`config.mk`:
```
export PLATFORM = sky130hd
export DESIGN_NAME = slot_frame_dec
export DESIGN_NICKNAME = d
export VERILOG_FILES = /design/src/rtl/slot_pkg.sv /design/src/rtl/slot_splitter.sv /design/src/rtl/pipe_class_lut.sv /design/src/rtl/pair_arbiter.sv /design/src/rtl/slot_sequencer.sv /design/src/rtl/slot_frame_dec.sv
export SDC_FILE = /design/constraint.sdc
export NUM_CORES = 1
export LEC_CHECK = 0
export ABC_AREA = 1
export CELL_PAD_IN_SITES_DETAIL_PLACEMENT = 0
export CELL_PAD_IN_SITES_GLOBAL_PLACEMENT = 2
export CORE_MARGIN = 3
export CORE_UTILIZATION = 23
export CTS_BUF_LIST = sky130_fd_sc_hd__clkbuf_16
export CTS_CLUSTER_DIAMETER = 30
export DETAILED_ROUTE_END_ITERATION = 8
export PLACE_DENSITY = 0.87
export SLEW_MARGIN = 40
export SYNTH_ARGS = -nofsm -noshare
export SYNTH_HDL_FRONTEND = slang
export SYNTH_HIERARCHICAL = 1
export SYNTH_SLANG_ARGS = --single-unit
```
`constraint.sdc`:
```
create_clock -name clk_i -period 3.9 [get_ports clk_i]
set_input_delay 1.17 -clock clk_i [delete_from_list [all_inputs] [get_ports clk_i]]
set_output_delay 1.17 -clock clk_i [all_outputs]
set_load 0.005 [all_outputs]
```
`src/rtl/slot_pkg.sv`:
```
package slot_pkg;
  localparam int SLOT_W  = 32;
  localparam int HALF_W  = 16;
  localparam int SHORT_W = HALF_W - 1;
  localparam int LONG_W  = SLOT_W - 1;
  localparam int KEY_W   = 4;
  localparam int NKEY    = 1 << KEY_W;
  localparam int MAP_W   = 2 * NKEY;
  localparam int O_BIT   = 0;
  localparam int S_BIT   = 1;

  typedef enum logic [1:0] {
    MD_LONG,
    MD_HALF,
    MD_SEQ,
    MD_PAR
  } slot_mode_e;

  typedef logic [1:0] pipe_cls_t;
endpackage

```
`src/rtl/slot_splitter.sv`:
```
module slot_splitter
  import slot_pkg::*;
(
  input  logic [SLOT_W-1:0]  word_i,
  output logic               is_long_o,
  output logic               par_req_o,
  output logic [LONG_W-1:0]  long_o,
  output logic [SHORT_W-1:0] left_o,
  output logic [SHORT_W-1:0] right_o,
  output logic [KEY_W-1:0]   left_key_o,
  output logic [KEY_W-1:0]   right_key_o
);
  assign is_long_o   = word_i[SLOT_W-1];
  assign par_req_o   = word_i[HALF_W-1];
  assign long_o      = word_i[LONG_W-1:0];
  assign left_o      = word_i[SLOT_W-2:HALF_W];
  assign right_o     = word_i[SHORT_W-1:0];
  assign left_key_o  = left_o[SHORT_W-1 -: KEY_W];
  assign right_key_o = right_o[SHORT_W-1 -: KEY_W];
endmodule

```
`src/rtl/pipe_class_lut.sv`:
```
module pipe_class_lut
  import slot_pkg::*;
#(
  parameter logic [MAP_W-1:0] PIPE_MAP = 32'hE4E4_E4E4
) (
  input  logic [KEY_W-1:0] key_i,
  output pipe_cls_t        cls_o
);
  assign cls_o = PIPE_MAP[{key_i, 1'b0} +: 2];
endmodule

```
`src/rtl/pair_arbiter.sv`:
```
module pair_arbiter
  import slot_pkg::*;
#(
  parameter logic [MAP_W-1:0] PIPE_MAP = 32'hE4E4_E4E4
) (
  input  logic             half_entry_i,
  input  logic             is_long_i,
  input  logic             par_req_i,
  input  logic [KEY_W-1:0] left_key_i,
  input  logic [KEY_W-1:0] right_key_i,
  output slot_mode_e       mode_o,
  output logic             illegal_o
);
  logic [1:0][KEY_W-1:0] keys;
  pipe_cls_t [1:0]       cls;
  logic                  legal;

  assign keys[0] = left_key_i;
  assign keys[1] = right_key_i;

  for (genvar g = 0; g < 2; g++) begin : g_lane
    pipe_class_lut #(.PIPE_MAP(PIPE_MAP)) i_lut (
      .key_i (keys[g]),
      .cls_o (cls[g])
    );
  end

  assign legal = cls[0][O_BIT] & cls[1][S_BIT];

  always_comb begin
    illegal_o = 1'b0;
    if (half_entry_i)                mode_o = MD_HALF;
    else if (is_long_i)              mode_o = MD_LONG;
    else if (par_req_i && legal)     mode_o = MD_PAR;
    else begin
      mode_o    = MD_SEQ;
      illegal_o = par_req_i;
    end
  end
endmodule

```
`src/rtl/slot_sequencer.sv`:
```
module slot_sequencer
  import slot_pkg::*;
#(
  parameter int                ADDR_W   = 32,
  parameter logic [ADDR_W-1:0] RESET_PC = '0
) (
  input  logic              clk_i,
  input  logic              rst_ni,
  input  logic              redirect_i,
  input  logic [ADDR_W-1:0] redirect_pc_i,
  input  logic              fetch_valid_i,
  input  logic [SLOT_W-1:0] fetch_data_i,
  input  logic              out_ready_i,
  input  slot_mode_e        mode_i,
  output logic              full_o,
  output logic [SLOT_W-1:0] word_o,
  output logic [ADDR_W-1:0] pc_o,
  output logic [ADDR_W-1:0] step_pc_o
);
  localparam logic [ADDR_W-1:0] STEP_S = ADDR_W'(2);
  localparam logic [ADDR_W-1:0] STEP_L = ADDR_W'(4);
  localparam logic [ADDR_W-1:0] PC_INIT = {RESET_PC[ADDR_W-1:1], 1'b0};

  logic              full_q;
  logic [SLOT_W-1:0] word_q;
  logic [ADDR_W-1:0] pc_q;
  logic              fire;
  logic              unused_pc_lsb;

  assign unused_pc_lsb = redirect_pc_i[0];
  assign fire      = full_q & out_ready_i;
  assign step_pc_o = pc_q + ((mode_i == MD_LONG || mode_i == MD_PAR) ? STEP_L : STEP_S);

  always_ff @(posedge clk_i or negedge rst_ni) begin
    if (!rst_ni) begin
      full_q <= 1'b0;
      word_q <= '0;
      pc_q   <= PC_INIT;
    end else if (redirect_i) begin
      full_q <= 1'b0;
      pc_q   <= {redirect_pc_i[ADDR_W-1:1], 1'b0};
    end else if (!full_q && fetch_valid_i) begin
      full_q <= 1'b1;
      word_q <= fetch_data_i;
    end else if (fire) begin
      pc_q   <= step_pc_o;
      // left half of a serial pair: keep the word, right half follows at pc+2
      full_q <= (mode_i == MD_SEQ);
    end
  end

  assign full_o = full_q;
  assign word_o = word_q;
  assign pc_o   = pc_q;
endmodule

```
`src/rtl/slot_frame_dec.sv`:
```
module slot_frame_dec
  import slot_pkg::*;
#(
  parameter int                ADDR_W   = 32,
  parameter logic [ADDR_W-1:0] RESET_PC = '0,
  parameter logic [MAP_W-1:0]  PIPE_MAP = 32'hE4E4_E4E4
) (
  input  logic                clk_i,
  input  logic                rst_ni,
  input  logic                redirect_i,
  input  logic [ADDR_W-1:0]   redirect_pc_i,
  output logic [ADDR_W-1:0]   fetch_addr_o,
  output logic                fetch_ready_o,
  input  logic                fetch_valid_i,
  input  logic [SLOT_W-1:0]   fetch_data_i,
  output logic                out_valid_o,
  input  logic                out_ready_i,
  output logic                out_long_o,
  output logic                out_par_o,
  output logic [LONG_W-1:0]   out_a_insn_o,
  output logic [ADDR_W-1:0]   out_a_addr_o,
  output logic                out_b_valid_o,
  output logic [SHORT_W-1:0]  out_b_insn_o,
  output logic [ADDR_W-1:0]   out_b_addr_o,
  output logic                illegal_pair_o,
  output logic [ADDR_W-1:0]   next_pc_o
);
  localparam int PAD_W = LONG_W - SHORT_W;

  logic               full;
  logic [SLOT_W-1:0]  word;
  logic [ADDR_W-1:0]  pc;
  logic [ADDR_W-1:0]  step_pc;
  logic               is_long, par_req, illegal;
  logic [LONG_W-1:0]  long_pl;
  logic [SHORT_W-1:0] left_pl, right_pl;
  logic [KEY_W-1:0]   left_key, right_key;
  slot_mode_e         mode;

  slot_splitter i_split (
    .word_i      (word),
    .is_long_o   (is_long),
    .par_req_o   (par_req),
    .long_o      (long_pl),
    .left_o      (left_pl),
    .right_o     (right_pl),
    .left_key_o  (left_key),
    .right_key_o (right_key)
  );

  pair_arbiter #(.PIPE_MAP(PIPE_MAP)) i_arb (
    .half_entry_i (pc[1]),
    .is_long_i    (is_long),
    .par_req_i    (par_req),
    .left_key_i   (left_key),
    .right_key_i  (right_key),
    .mode_o       (mode),
    .illegal_o    (illegal)
  );

  slot_sequencer #(.ADDR_W(ADDR_W), .RESET_PC(RESET_PC)) i_seq (
    .clk_i         (clk_i),
    .rst_ni        (rst_ni),
    .redirect_i    (redirect_i),
    .redirect_pc_i (redirect_pc_i),
    .fetch_valid_i (fetch_valid_i),
    .fetch_data_i  (fetch_data_i),
    .out_ready_i   (out_ready_i),
    .mode_i        (mode),
    .full_o        (full),
    .word_o        (word),
    .pc_o          (pc),
    .step_pc_o     (step_pc)
  );

  always_comb begin
    unique case (mode)
      MD_LONG: out_a_insn_o = long_pl;
      MD_HALF: out_a_insn_o = {{PAD_W{1'b0}}, right_pl};
      default: out_a_insn_o = {{PAD_W{1'b0}}, left_pl};
    endcase
  end

  assign fetch_addr_o   = {pc[ADDR_W-1:2], 2'b00};
  assign fetch_ready_o  = ~full;
  assign out_valid_o    = full;
  assign out_long_o     = full & (mode == MD_LONG);
  assign out_par_o      = full & (mode == MD_PAR);
  assign out_b_valid_o  = full & (mode == MD_PAR);
  assign out_a_addr_o   = pc;
  assign out_b_insn_o   = right_pl;
  assign out_b_addr_o   = pc + ADDR_W'(2);
  assign illegal_pair_o = full & illegal;
  assign next_pc_o      = full ? step_pc : pc;
endmodule

```
Word level (Yosys, flattened, before mapping)
Index checks and enable logic that the tools add are counted.

word-level totals
  bits in registers = 65
  input port bits = 69
  logic and storage cells = 42

operators by class
  reduce and logical (&&, ||, !) cells = 9
  mux-type cells = 15
  bitwise gates (word level) = 7
  shift-type cells = 2
  add/subtract/negate cells = 2
  eq/ne operators = 4

operator list
  kind                                                                         count
  32-bit 2-to-1 mux                                                            4
  31-bit case mux with 2 select lines                                          1
  32-bit by 2-bit adder with 32-bit output, second input constant              1
  32-bit adder                                                                 1
  32-bit by 6-bit indexed part select with 1-bit output, first input constant  1
  32-bit by 6-bit indexed part select with 2-bit output, first input constant  1
  1-bit 2-to-1 mux                                                             7
  1-bit AND                                                                    5
  2-bit equality test, second input constant                                   2
  2-bit 2-to-1 mux                                                             2
  2-bit AND reduction                                                          2
  3-bit 2-to-1 mux                                                             1
  3-bit nonzero test                                                           1
  2-bit by 1-bit equality test with 1-bit output, second input constant        1
  1-bit logical AND                                                            2
  2-bit logical NOT                                                            1
  2-bit inequality test, second input constant                                 1
  1-bit NOT                                                                    2
  2-bit nonzero test                                                           1
  1-bit logical NOT                                                            1
  1-bit logical OR                                                             1

Longest topological paths before layout
  word-level depth = 13
  depth in mapped cells = 20
  gate-level depth less buffers = 18

Cells and area by module
Netlist, hierarchy kept.

modules (own cells, without submodules)
  module          times used  area an instance (µm²)  cells each
  slot_sequencer  1           3731.1                  471
  slot_frame_dec  1           1938.1                  415
  slot_splitter   1           533.0                   71
  pair_arbiter    1           45.0                    12
  pipe_class_lut  2           15.0                    2

Worst setup path after synthesis
Ideal clock, no wire load.

  path kind = register to output
  start point = register i_seq.word_q[27], in the netlist i_seq/word_o[27]
  end point = output port next_pc_o[21]
  buffers on the path = 2
  arrival = 2.495 ns
  cell stages (with the launch flop) = 20
  slack = 0.235 ns
  cells stage by stage = dfrtp_1 -> buf_4 -> buf_4 -> nand2_1 -> inv_1 -> nand2_1 -> nand2_1 -> inv_1 -> ha_1 -> inv_1 -> ha_1 -> fa_1 -> inv_1 -> nor2_4 -> nand3_1 -> nor2_1 -> nand2_1 -> and2_1 -> nand2_1 -> o21ai_0

RTL lines
  item                    RTL line              source
  from (decl)             slot_sequencer.sv:25  logic [SLOT_W-1:0] word_q;
  from (signal assigned)  slot_sequencer.sv:44  word_q <= fetch_data_i;
  to (decl)               slot_frame_dec.sv:26  output logic [ADDR_W-1:0] next_pc_o

Final worst setup path
  start point = register i_seq.word_q[27], in the netlist i_seq/word_o[27]
  end point = output port next_pc_o[20]

on the way
  word-level cells in the longest chain between the ends = 11

RTL lines
  item                                                             RTL line              source
  32-bit by 6-bit indexed part select with 1-bit output *          pipe_class_lut.sv:9   assign cls_o = PIPE_MAP[{key_i, 1'b0} +: 2];
  1-bit AND *                                                      pair_arbiter.sv:28    assign legal = cls[0][O_BIT] & cls[1][S_BIT];
  1-bit logical AND *                                              pair_arbiter.sv:34    else if (par_req_i && legal) mode_o = MD_PAR;
  1-bit 2-to-1 mux *                                               pair_arbiter.sv:34
  2-bit 2-to-1 mux *                                               pair_arbiter.sv:33    else if (is_long_i) mode_o = MD_LONG;
  2-bit 2-to-1 mux *                                               pair_arbiter.sv:32    if (half_entry_i) mode_o = MD_HALF;
  net mode[0]                                                      slot_frame_dec.sv:38  slot_mode_e mode;
  2-bit equality test / 2-bit logical NOT (equally long branches)  slot_sequencer.sv:32  assign step_pc_o = pc_q + ((mode_i == MD_LONG || mode_i == MD_PAR) ? STEP_L : STEP_S);
  1-bit logical OR *                                               slot_sequencer.sv:32
  3-bit 2-to-1 mux *                                               slot_sequencer.sv:32
  32-bit adder *                                                   slot_sequencer.sv:32
  net step_pc[20]                                                  slot_frame_dec.sv:33  logic [ADDR_W-1:0] step_pc;
  32-bit 2-to-1 mux *                                              slot_frame_dec.sv:94  assign next_pc_o = full ? step_pc : pc;

Mark *: on every way through the listed nets, which the timed path passes. The rest lies on a longest branch.

==> run metrics <==
outcome=finished with violations; violations in the final reports=setup timing; wire length of the first global-routing pass=38.3 mm; actual transition at the worst max-transition pin=0.655 ns; floorplan die area=29000 um2; I/O Buffers=242; final non-filler cell area=9600 um2; path type of the worst min-delay path=flip-flop to flip-flop; total vias in the final route=6600; start point of the worst min-delay path=i_seq/word_o[25]; clock tree root buffer cell=sky130_fd_sc_hd__clkbuf_16; number of violations of the max-capacitance limit=0; worst setup skew after layout=0.00790 ns; clock buffer depth=2; unrepaired setup endpoints after global routing=true; clock edge transition at the registers on the reported setup and hold paths=around 0.06 ns; vias in the first global route=6668; cell area after synthesis=6220 um2; clock latency reported for the late side of the worst-skew pair=0.34 ns; Yosys Warn Count=6; 1st-pass router iterations=5; hold-fix buffers at CTS=0; final number of setup-violating endpoints=4; CTS tree=built; row count=~60; HPWL after detailed placement=19.5 mm; pin count of the biggest net entering global routing=40; maximum achievable frequency=around 250 MHz; overall overflow remaining after global route=0; fraction of final layout cells sized beyond drive strength 1=roughly 23%; Setup Crit Path Kind=flip-flop to output pin; relative slew slack=a little under three fifths; Critical Path Start=i_seq/word_o[27]; Num CTS Buffers=9; core area=26300 um2; worst-path maximum fanout=3; synthesized area per cell=6.44 um2; total detailed-routing wirelength=25.4 mm; Sequential cell area=1600 um2; standard cell area after detailed placement=around 8600 um2; GRT Util Overall=17.2%; total power of the final layout=4.43 mW; category of the worst setup path capture point=output pin; die width=~170 um; First DRT Iteration DRCs=313; final period utilization=101%; number of antenna repair diodes=0; number of antenna violations at the first check in global routing=2; ratio of routed vias to standard cells=4.36; Worst Setup Slack, final=-0.0383 ns; H-Tree Depth=3; multi-input gate area in the final layout=roughly 3700 um2; arrival time reported for the critical path endpoint=2.77 ns; Sinks on Clock Net=64; initial standard-cell utilization of the core=23.7%; net count reported at finish=1249; Routed wire per std cell=around 17 um; y dimension of the die=170 um; non-filler cells in the finished layout=1515; worst-case hold slack=0.540 ns; Final ANT Viol Nets=0; # fillers=~2800; Post-Syn Instances=about 970; Area growth, synth to finish=54.5%; P per Cell Area=462 nW/um2; type of element launching the critical path=flip-flop; count of endpoints failing hold in the final timing report=0; Final GP Congestion=approximately 0.85; shortest period the worst path allows=3.94 ns; final count of pins violating max slew=0; LEAKAGE=4.58 nW; post-route DRC violation count=0; number of top-level pins=249; highest ir drop seen on vdd=0.253 mV; post-layout utilization of the core=36.5%; RR Startpoint=i_seq/word_o[27]; Req. time, crit path=around 2.7 ns; cell count after placement=roughly 1500
[where the power goes]
part / switching (mW) / internal, mW
logic: 1.18 / 1.48
clock network: 0.343 / 0.429
registers: 0.208 / 0.796
total: 1.73 / 2.70
[flip-flops by register name, summed over array words and instances, names as in the netlist]
signal        flops
i_seq/full_o      1
i_seq/word_o     32
i_seq/pc_o       31
[critical path, stage by stage, from the launching register on]
cell and delay, ns:
sky130_fd_sc_hd__dfrtp_1 0.40, sky130_fd_sc_hd__nand2_2 0.08, sky130_fd_sc_hd__inv_1 0.04, sky130_fd_sc_hd__nand2_1 0.07, sky130_fd_sc_hd__nand2_2 0.06, sky130_fd_sc_hd__inv_2 0.06, sky130_fd_sc_hd__ha_4 0.20, sky130_fd_sc_hd__buf_6 0.12
sky130_fd_sc_hd__ha_4 0.26, sky130_fd_sc_hd__nand3_4 0.09, sky130_fd_sc_hd__nand2_8 0.12, sky130_fd_sc_hd__buf_12 0.11, sky130_fd_sc_hd__buf_6 0.10, sky130_fd_sc_hd__nand3_4 0.07, sky130_fd_sc_hd__nor2_2 0.12, sky130_fd_sc_hd__nand2_1 0.07
sky130_fd_sc_hd__and2_1 0.15, sky130_fd_sc_hd__nand2_1 0.07, sky130_fd_sc_hd__o21ai_0 0.08, sky130_fd_sc_hd__buf_2 0.15
[placed cells by master, fill, tap and decap left out, types with 4 or more instances in the layout]
cell type / n
sky130_fd_sc_hd__conb_1: 4
sky130_fd_sc_hd__a22o_1: 6
sky130_fd_sc_hd__buf_12: 4
sky130_fd_sc_hd__buf_2: 23
sky130_fd_sc_hd__nand2_2: 25
sky130_fd_sc_hd__o211ai_1: 4
sky130_fd_sc_hd__nor2_2: 18
sky130_fd_sc_hd__nor2_4: 15
sky130_fd_sc_hd__dfrtp_1: 62
sky130_fd_sc_hd__buf_4: 59
sky130_fd_sc_hd__inv_2: 6
sky130_fd_sc_hd__nand3_2: 4
sky130_fd_sc_hd__buf_6: 20
sky130_fd_sc_hd__o21ai_1: 10
sky130_fd_sc_hd__mux2_2: 32
sky130_fd_sc_hd__o21ai_2: 4
sky130_fd_sc_hd__xor2_2: 10
sky130_fd_sc_hd__nand2_1: 311
sky130_fd_sc_hd__clkinvlp_4: 6
sky130_fd_sc_hd__nand2_8: 4
sky130_fd_sc_hd__clkbuf_16: 11
sky130_fd_sc_hd__clkdlybuf4s50_1: 188
sky130_fd_sc_hd__xor2_1: 16
sky130_fd_sc_hd__nand3_1: 58
sky130_fd_sc_hd__inv_1: 106
sky130_fd_sc_hd__nor2_1: 81
sky130_fd_sc_hd__o21ai_0: 30
sky130_fd_sc_hd__dlymetal6s2s_1: 24
sky130_fd_sc_hd__nand3_4: 5
[cell type report]
class	instances	area share, %
clock buffer	9	2.35
clock inverter	7	0.495
timing repair buffer	325	32.9
tap	335	4.36
inverter	115	4.60
multi-input combinational	660	38.6
sequential	64	16.7
[worst paths after layout]
kind / endpoint / slack (ns) / cells after the start
max in group asynchronous: i_seq/word_o[26] / 2.55 / 2
worst min-delay path: i_seq/word_o[25] / 0.54 / 1
worst min register to register: i_seq/word_o[25] / 0.54 / 1
worst max-delay path: next_pc_o[20] / -0.04 / 19
min in group asynchronous: i_seq/pc_o[22] / 0.77 / 1
worst max register to register: i_seq/pc_o[14] / 1.35 / 20
[what timing repair did]
| action | CTS | global route |
|---|---|---|
| resized for setup | 165 | 98 |
| pin swaps | 22 | 36 |
| setup buffers | 18 | 15 |
| setup endpoints to repair | 30 | 71 |
| cloned | 0 | 2 |
[layer usage]
layer  wire length [um]  GRT usage [%]
met4                452           4.55
met1              11000           21.2
met2              12200           29.6
met3               1780           4.58
met5                 31              0
[through the flow]
step | setup slack, ns | TNS [ns]
6_report | -0.0383 | -0.111
5_1_grt | -0.224 | -3.24
4_1_cts | -0.124 | -0.958
3_5_place_dp | -0.315 | -4.44
3_3_place_gp | -0.298 | -3.68
2_1_floorplan | 0.235 | 0
(Power assumes the default switching activity.)
